<file path="config.mk">
export PLATFORM = sky130hd
export DESIGN_NAME = hz_pipe_ctrl
export DESIGN_NICKNAME = d
export VERILOG_FILES = /design/src/rtl/hz_pkg.sv /design/src/rtl/hz_stage_reg.sv /design/src/rtl/hz_loaduse.sv /design/src/rtl/hz_fetch_pc.sv /design/src/rtl/hz_pipe_ctrl.sv
export SDC_FILE = /design/constraint.sdc
export NUM_CORES = 1
export LEC_CHECK = 0
export BUFFER_PORTS_ARGS = -buffer_cell sky130_fd_sc_hd__buf_2
export CAP_MARGIN = 5
export CELL_PAD_IN_SITES_DETAIL_PLACEMENT = 0
export CELL_PAD_IN_SITES_GLOBAL_PLACEMENT = 1
export CORE_MARGIN = 5
export CORE_UTILIZATION = 35
export DETAILED_ROUTE_END_ITERATION = 6
export GPL_TIMING_DRIVEN = 0
export PLACE_DENSITY = 0.82
export REMOVE_ABC_BUFFERS = 1
export SLEW_MARGIN = 20
export SYNTH_ARGS = -nofsm -noshare
export SYNTH_HDL_FRONTEND = slang
export SYNTH_HIERARCHICAL = 1
export SYNTH_SLANG_ARGS = --single-unit
</file>
<file path="constraint.sdc">
create_clock -name clk -period 3.1 [get_ports clk]
set_clock_uncertainty 0.05 [all_clocks]
set_input_delay 0.62 -clock clk [delete_from_list [all_inputs] [get_ports clk]]
set_output_delay 0.62 -clock clk [all_outputs]
set_load 0.01 [all_outputs]
</file>
<file path="src/rtl/hz_pkg.sv">
// Shared encodings for the hazard controller.
// Assumes a 16-bit word: opcode [15:13], fields A [12:10], B [9:7], C [2:0].
package hz_pkg;
    localparam int INSTR_W = 16;
    localparam int REG_IDX_W = 3;
    localparam int OP_W = 3;

    typedef logic [INSTR_W-1:0] instr_t;
    typedef logic [REG_IDX_W-1:0] ridx_t;
    typedef logic [OP_W-1:0] opc_t;

    localparam opc_t OPC_ADD  = 3'b000;
    localparam opc_t OPC_ADDI = 3'b001;
    localparam opc_t OPC_LW   = 3'b101;
    localparam opc_t OPC_BNE  = 3'b110;
    localparam opc_t OPC_HALT = 3'b111;

    localparam instr_t NOP_WORD = '0;
endpackage

</file>
<file path="src/rtl/hz_stage_reg.sv">
// One pipeline latch of the control path.
// Loads RST_VAL on reset or kill, else loads d when adv is high, else holds.
// Assumes kill is already qualified by the caller (e.g. not while halted).
module hz_stage_reg #(
    parameter int W = 16,
    parameter logic [W-1:0] RST_VAL = '0
) (
    input  logic         clk,
    input  logic         rst_n,
    input  logic         adv,
    input  logic         kill,
    input  logic [W-1:0] d,
    output logic [W-1:0] q
);
    // latch update: reset, squash, advance, or hold
    always_ff @(posedge clk) begin
        if (!rst_n) begin
            q <= RST_VAL;
        end else if (kill) begin
            q <= RST_VAL;
        end else if (adv) begin
            q <= d;
        end
    end
endmodule

</file>
<file path="src/rtl/hz_loaduse.sv">
// Load-use detector.
// Flags a hazard when the decode/execute slot is a load with a nonzero
// destination and the fetch/decode slot reads that register.
// Assumes register 0 is constant zero and so never carries a dependence.
module hz_loaduse
    import hz_pkg::*;
(
    input  opc_t  ex_op,
    input  ridx_t ex_dst,
    input  opc_t  dc_op,
    input  ridx_t dc_fa,
    input  ridx_t dc_fb,
    input  ridx_t dc_fc,
    output logic  hazard
);
    localparam int N_SRC = 3;

    ridx_t          src_idx [N_SRC];
    logic [N_SRC-1:0] src_use;
    logic [N_SRC-1:0] src_hit;
    logic           producer_ok;

    // which fields the younger instruction reads, by opcode
    always_comb begin
        src_idx[0] = dc_fa;
        src_idx[1] = dc_fb;
        src_idx[2] = dc_fc;
        src_use    = '0;
        unique case (dc_op)
            OPC_ADD:  src_use = 3'b110;
            OPC_ADDI: src_use = 3'b010;
            OPC_LW:   src_use = 3'b010;
            OPC_BNE:  src_use = 3'b011;
            default:  src_use = 3'b000;
        endcase
    end

    // older slot is a real load into a real register
    always_comb begin
        producer_ok = (ex_op == OPC_LW) && (ex_dst != '0);
    end

    genvar gi;
    generate
        for (gi = 0; gi < N_SRC; gi++) begin : g_src
            // compare one source field against the load destination
            always_comb begin
                src_hit[gi] = src_use[gi] && (src_idx[gi] == ex_dst);
            end
        end
    endgenerate

    // combine per-field matches
    always_comb begin
        hazard = producer_ok && (|src_hit);
    end
endmodule

</file>
<file path="src/rtl/hz_fetch_pc.sv">
// Fetch address register.
// Priority: reset, freeze (halted), redirect, hold (stall), predicted path.
// Assumes redirect and hold are never both set by the caller.
module hz_fetch_pc #(
    parameter int PC_W = 16
) (
    input  logic            clk,
    input  logic            rst_n,
    input  logic            freeze,
    input  logic            redirect,
    input  logic            hold,
    input  logic [PC_W-1:0] fix_pc,
    input  logic [PC_W-1:0] pred_pc,
    output logic [PC_W-1:0] pc
);
    logic [PC_W-1:0] pc_nxt;

    // choose the next fetch address
    always_comb begin
        if (freeze || hold) begin
            pc_nxt = pc;
        end else if (redirect) begin
            pc_nxt = fix_pc;
        end else begin
            pc_nxt = pred_pc;
        end
    end

    // PC register with synchronous reset to address 0
    always_ff @(posedge clk) begin
        if (!rst_n) begin
            pc <= '0;
        end else begin
            pc <= pc_nxt;
        end
    end
endmodule

</file>
<file path="src/rtl/hz_pipe_ctrl.sv">
// Pipeline hazard controller (top).
// Owns the fetch PC and a control copy of each latch word. It inserts a
// one-cycle load-use bubble and squashes the two younger slots on a branch
// mispredict reported by execute. A halt in writeback freezes everything.
// Assumes ex_mispredict refers to the instruction now in decode/execute.
module hz_pipe_ctrl
    import hz_pkg::*;
#(
    parameter int PC_W = 16
) (
    input  logic            clk,
    input  logic            rst_n,
    input  logic [15:0]     imem_rdata,
    input  logic [PC_W-1:0] pred_pc,
    input  logic            ex_mispredict,
    input  logic [PC_W-1:0] ex_fix_pc,
    output logic [PC_W-1:0] fetch_pc,
    output logic            ifid_hold,
    output logic            idex_bubble,
    output logic            pipe_flush,
    output logic [15:0]     ifid_instr,
    output logic [15:0]     idex_instr,
    output logic [15:0]     exmem_instr,
    output logic [15:0]     memwb_instr,
    output logic            halted
);
    localparam int N_STG  = 4;
    localparam int N_TAIL = N_STG - 2;

    instr_t stg [N_STG];
    logic   lu_hazard;
    logic   run;

    assign run = !halted;

    // hazard detection on the two youngest latches
    hz_loaduse u_lu (
        .ex_op  (stg[1][15:13]),
        .ex_dst (stg[1][12:10]),
        .dc_op  (stg[0][15:13]),
        .dc_fa  (stg[0][12:10]),
        .dc_fb  (stg[0][9:7]),
        .dc_fc  (stg[0][2:0]),
        .hazard (lu_hazard)
    );

    // control outputs: flush beats stall, both silent while halted
    always_comb begin
        pipe_flush  = run && ex_mispredict;
        ifid_hold   = run && lu_hazard && !ex_mispredict;
        idex_bubble = ifid_hold || pipe_flush;
    end

    hz_fetch_pc #(.PC_W(PC_W)) u_pc (
        .clk      (clk),
        .rst_n    (rst_n),
        .freeze   (halted),
        .redirect (pipe_flush),
        .hold     (ifid_hold),
        .fix_pc   (ex_fix_pc),
        .pred_pc  (pred_pc),
        .pc       (fetch_pc)
    );

    hz_stage_reg #(.W(INSTR_W), .RST_VAL(NOP_WORD)) u_ifid (
        .clk   (clk),
        .rst_n (rst_n),
        .adv   (run && !ifid_hold),
        .kill  (pipe_flush),
        .d     (imem_rdata),
        .q     (stg[0])
    );

    hz_stage_reg #(.W(INSTR_W), .RST_VAL(NOP_WORD)) u_idex (
        .clk   (clk),
        .rst_n (rst_n),
        .adv   (run),
        .kill  (idex_bubble),
        .d     (stg[0]),
        .q     (stg[1])
    );

    genvar gk;
    generate
        for (gk = 0; gk < N_TAIL; gk++) begin : g_tail
            hz_stage_reg #(.W(INSTR_W), .RST_VAL(NOP_WORD)) u_stg (
                .clk   (clk),
                .rst_n (rst_n),
                .adv   (run),
                .kill  (1'b0),
                .d     (stg[gk+1]),
                .q     (stg[gk+2])
            );
        end
    endgenerate

    // sticky halt once a halt word sits in the writeback-bound latch
    always_ff @(posedge clk) begin
        if (!rst_n) begin
            halted <= 1'b0;
        end else if (stg[3][15:13] == OPC_HALT) begin
            halted <= 1'b1;
        end
    end

    assign ifid_instr  = stg[0];
    assign idex_instr  = stg[1];
    assign exmem_instr = stg[2];
    assign memwb_instr = stg[3];
endmodule

</file>
**Word-level counts from Yosys, hierarchy flattened**

Cells that the tools add are included.
Widths: inputs -> output; s select.

- Equal/unequal tests: 8
- Muxes and demuxes: 2
- Bitwise logic cells: 1
- Reductions and logical operators: 20

Operator list:

| cell | number |
|---|---|
| $mux 16 | 1 |
| $eq 3x3->1 const B | 4 |
| $eq 3x3->1 | 3 |
| $logic_and 1x1->1 | 9 |
| $pmux 3 s3 | 1 |
| $reduce_or 2->1 | 3 |
| $eq 3x1->1 const B | 1 |
| $logic_not 1->1 | 3 |
| $logic_not 3->1 | 1 |
| $reduce_bool 3->1 | 1 |
| $reduce_or 3->1 | 1 |
| $logic_or 1x1->1 | 2 |
| $not 1->1 | 1 |

- Register bits after elaboration: 81

**Depth between registers and ports, before layout**

- Depth in word-level cells: 10
- Gate-level depth with buffers: 10

**Hierarchy**

Netlist, hierarchy kept.

Modules (own cells, without submodules):

| module | instances | cells each | area each (µm²) |
|---|---|---|---|
| hz_stage_reg | 4 | 53 | 594.3 |
| hz_fetch_pc | 1 | 74 | 879.6 |
| hz_loaduse | 1 | 19 | 153.9 |
| hz_pipe_ctrl | 1 | 11 | 70.1 |

**Least setup slack after synthesis**

No wires, ideal clock.

- Path kind: register -> register
- From: register u_ifid.q[15]
- To: register u_pc.pc[0]
- Library setup time: 122 ps
- Arrival time: 2032 ps
- Data required time: 2928 ps
- Path slack: 896 ps
- Stages on the path, launching flop included: 9
- Period minus slack after synthesis: 2204 ps
- Cells stage by stage: dfxtp_1 -> or3_1 -> nor4_2 -> a41oi_1 -> a21oi_1 -> and3_1 -> clkbuf_1 -> o21bai_1 -> o311a_1

- Word-level cells in the longest chain between the ends: 9

RTL lines:

| element | line | text |
|---|---|---|
| start, declared | hz_stage_reg.sv:13 | `output logic [W-1:0] q` |
| start signal, assigned | hz_stage_reg.sv:18 | `q <= RST_VAL;` |
| start signal, assigned | hz_stage_reg.sv:20 | `q <= RST_VAL;` |
| start signal, assigned | hz_stage_reg.sv:22 | `q <= d;` |
| $eq 3x1->1 or $eq 3x3->1 (tied branches) | hz_loaduse.sv:29 | `unique case (dc_op)` |
| $reduce_or 2->1 (no line) | -- |  |
| $pmux 3 s3 * | hz_loaduse.sv:29 |  |
| $logic_and 1x1->1 | hz_loaduse.sv:48 | `src_hit[gi] = src_use[gi] && (src_idx[gi] == ex_dst);` |
| $reduce_or 3->1 * | hz_loaduse.sv:55 | `hazard = producer_ok && (\|src_hit);` |
| $logic_and 1x1->1 * | hz_loaduse.sv:55 |  |
| named net lu_hazard | hz_pipe_ctrl.sv:31 | `logic lu_hazard;` |
| $logic_and 1x1->1 * (2 in a row) | hz_pipe_ctrl.sv:50 | `ifid_hold = run && lu_hazard && !ex_mispredict;` |
| named net ifid_hold | hz_pipe_ctrl.sv:18 | `output logic ifid_hold,` |
| $logic_or 1x1->1 * | hz_fetch_pc.sv:20 | `if (freeze \|\| hold) begin` |
| end signal, assigned | hz_fetch_pc.sv:34 | `pc <= pc_nxt;` |
| end, declared | hz_fetch_pc.sv:14 | `output logic [PC_W-1:0] pc` |

The timed path passes the listed nets; every way through them passes the cells marked *.
A chain may end at the register's enable or synchronous reset.

**Worst setup path in the final report**

- From: register halted
- To: output port ifid_hold

- Word-level cells in the longest chain between the ends: 3

RTL lines:

| element | line | text |
|---|---|---|
| start, declared | hz_pipe_ctrl.sv:25 | `output logic halted` |
| start signal, assigned | hz_pipe_ctrl.sv:100 | `halted <= 1'b0;` |
| start signal, assigned | hz_pipe_ctrl.sv:102 | `halted <= 1'b1;` |
| $logic_not 1->1 | hz_pipe_ctrl.sv:34 | `assign run = !halted;` |
| named net run | hz_pipe_ctrl.sv:32 | `logic run;` |
| $logic_and 1x1->1 (2 in a row) | hz_pipe_ctrl.sv:50 |  |
| end, declared | hz_pipe_ctrl.sv:18 |  |

The timed path passes the listed nets, and every way through them passes these cells.

==> run metrics <==
clk sink count 81; Final Critical Period 2919 ps; IO Port Bufs 134; DRT iter0 DRCs 107; Mapped Avg Cell Area 11.02 um^2; DR WL/cell 15.38 um; clock tree root buffer cell clkbuf_8; area leader, netlist dfxtp_1; top cell type's share of synthesized area 46.59%; synthesis-to-layout area growth 23.40%; Max Fanout on Critical Path 51; CTS tree done; Primary FF master, synth dfxtp_1; synthesized instance count 316; Slew HR 44.42%; layout cells sized above 1 39.86%; peak supply drop 0.0001831 V; largest net degree at the start of global routing 52; DRT Pass-1 Iters 4; ant diodes 0; FP Rows 36; CP delay by family, top buffers and inverters; Tot GR Track Use 14.88%; fin nets 490; pwr dens 456.6 mW/mm^2; Worst Tran Pin Value 833.6 ps; Area contributors post-synth dfxtp_1, mux2i_1, nor2_1; hpwl dp 6053 um; Die Ht 109.7 um; vias in the first global route 2668; Static Leakage 2.481 nW; RSZ-0062 raised after global routing no; Syn. warnings 6; CTS Buffer Depth 2; CP cell instances inv_4 -> and3_4 -> buf_2; Worst path slowest cell inv_4; slowest stage delay, CP 710 ps; drt drc 0; worst skew pair latency 350 ps; vias post-DR 2694; first-pass GRT wire length 13710 um; FF+latch area 0.001623 mm^2; Num CTS Buffers 9; I/O pin total 135; Starting Density 35.78%; H-Tree Depth 3; GPL Wtd Cong 0.7032; Worst Path Required 2430 ps; fmax 342.6 MHz; vias per std cell 4.669; MaxCap Viol Count 0; outcome complete, no violations; WS Path Type reg -> out; die width 109.7 um; initial antenna violation count 0; multi-input combinational cell area 0.001634 mm^2; core area 0.009729 mm^2; fin crit share 94.16%; final WL 8873 um; crit end category primary output; Setup-failing EPs final 0; most common cell in the synthesized netlist dfxtp_1; post-cts hold buffer count 0; sequential fraction of the synthesis area 46.59%; GR Overflow Total 0; synth cell count leaders dfxtp_1, nor2_1, mux2i_1; Synth Register Bits 81; Post-synth EDFFs 0; Clock Pin Slew Worst Setup and Hold Paths 80 ps; final hold viol count 0; Critical Path AT 2250 ps; Final Max Slew Viols 0; FFs w/ async S/R, synth 0%; Cell variety after synth 28; die area 0.01204 mm^2; synthesized cell area 0.003481 mm^2; Bufs and invs on worst path 2; Final ANT Viol Nets 0; Core Util, Final 44.15%; hold slack 441.1 ps; Hold WC Path Type reg -> reg; Filler cells 1007; CP Launch Type register
-- sequential cells by signal, indices dropped and copies added, names as in the netlist --
register	flops
halted	1
u_ifid/q	16
g_tail.u_stg/q	32
u_pc/pc	16
u_idex/q	16
-- power by group --
part	switching (mW)	internal, mW
Combinational	0.0888	0.0980
Sequential	0.0208	1.07
Clock	0.376	0.310
-- routing by layer --
layer | global-route usage (%) | vias to the layer above | wire length, um
met3 | 3.641 | 13 | 436
met4 | 6.500 | 0 | 174
li1 | - | 1342 | -
met2 | 23.67 | 71 | 4194
met5 | 0 | - | 0
met1 | 19.10 | 1268 | 4066
-- per-stage QoR --
| stage | total power [mW] | cells | setup WS, ps | instance area [um^2] | TNS (ps) |
|---|---|---|---|---|---|
| after floorplan | 1.210 | 291 | 51.49 | 3233 | 0 |
| after global placement | 1.296 | 558 | -790.5 | 4070 | -10040 |
| after detailed placement | 1.301 | 559 | -227.1 | 4099 | -227.1 |
| after CTS | 2.000 | 576 | 46.01 | 4288 | 0 |
| after global routing | 2.067 | 577 | 9.814 | 4295 | 0 |
| final | 1.961 | 577 | 181.0 | 4295 | 0 |
-- path summary, 6_finish.rpt --
path / slack [ps] / endpoint / from / cells past startpoint
max: 180 / ifid_hold / halted$_SDFFE_PN0N_ / 3
min: 440 / g_tail[1].u_stg/q[1]$_SDFFE_PP0P_ / g_tail[1].u_stg/q[1]$_SDFFE_PP0P_ / 2
max reg2reg: 550 / u_idex/q[3]$_SDFFE_PP0P_ / u_ifid/q[15]$_SDFFE_PP0P_ / 9
min reg2reg: 440 / g_tail[1].u_stg/q[1]$_SDFFE_PP0P_ / g_tail[1].u_stg/q[1]$_SDFFE_PP0P_ / 2
-- kinds of logic (layout without fill, tap and decap cells) --
group / after synthesis / count (layout) / synth area share [%]
flops: 81 / 81 / 46.59
mux: 80 / 80 / 24.66
simple gates: 80 / 81 / 9.777
compound gates: 36 / 36 / 8.915
buf+inv: 28 / 154 / 7.441
xor+xnor: 10 / 10 / 2.516
other cells: 1 / 2 / 0.1077
-- layout by cell type (no fill, tap or decap), drive strengths merged --
cell type and n:
a21boi 1, a21oi 2, a41oi 1, and2b 1, and3 2, buf 136
clkbuf 11, clkinv 4, clkinvlp 1, conb 2, dfxtp 81, inv 2
mux2 16, mux2i 64, nand2b 4, nand3 1, nand4 1, nand4b 1
nor2 68, nor4 1, o21bai 16, o311a 16, or3 2, xnor2 5
xor2 5
-- worst reg2reg max path: stages (launching register included) --
cell and delay [ps]:
dfxtp_1 350, or3_1 410, nor4_2 270, a41oi_1 80, a21oi_2 200, buf_4 160
nor2_1 40, nor2_1 100, nand2b_1 620, nor2_1 130
-- layout make-up --
cell class,count,share of cell area [%]
timing repair buffer,136,16.05
multi-input combinational,209,38.04
tap,133,3.874
clock buffer,11,3.292
sequential,81,37.78
clock inverter,5,0.7282
inverter,2,0.2330
-- timing repair --
action,in CTS,in global routing
cloned,1,0
pin swaps,1,1
setup buffers,0,1
gates resized for setup,3,0
endpoints found under the setup margin,1,1
endpoints found under the hold margin,0,0
Note: power is estimated with default switching activity, not from simulation.
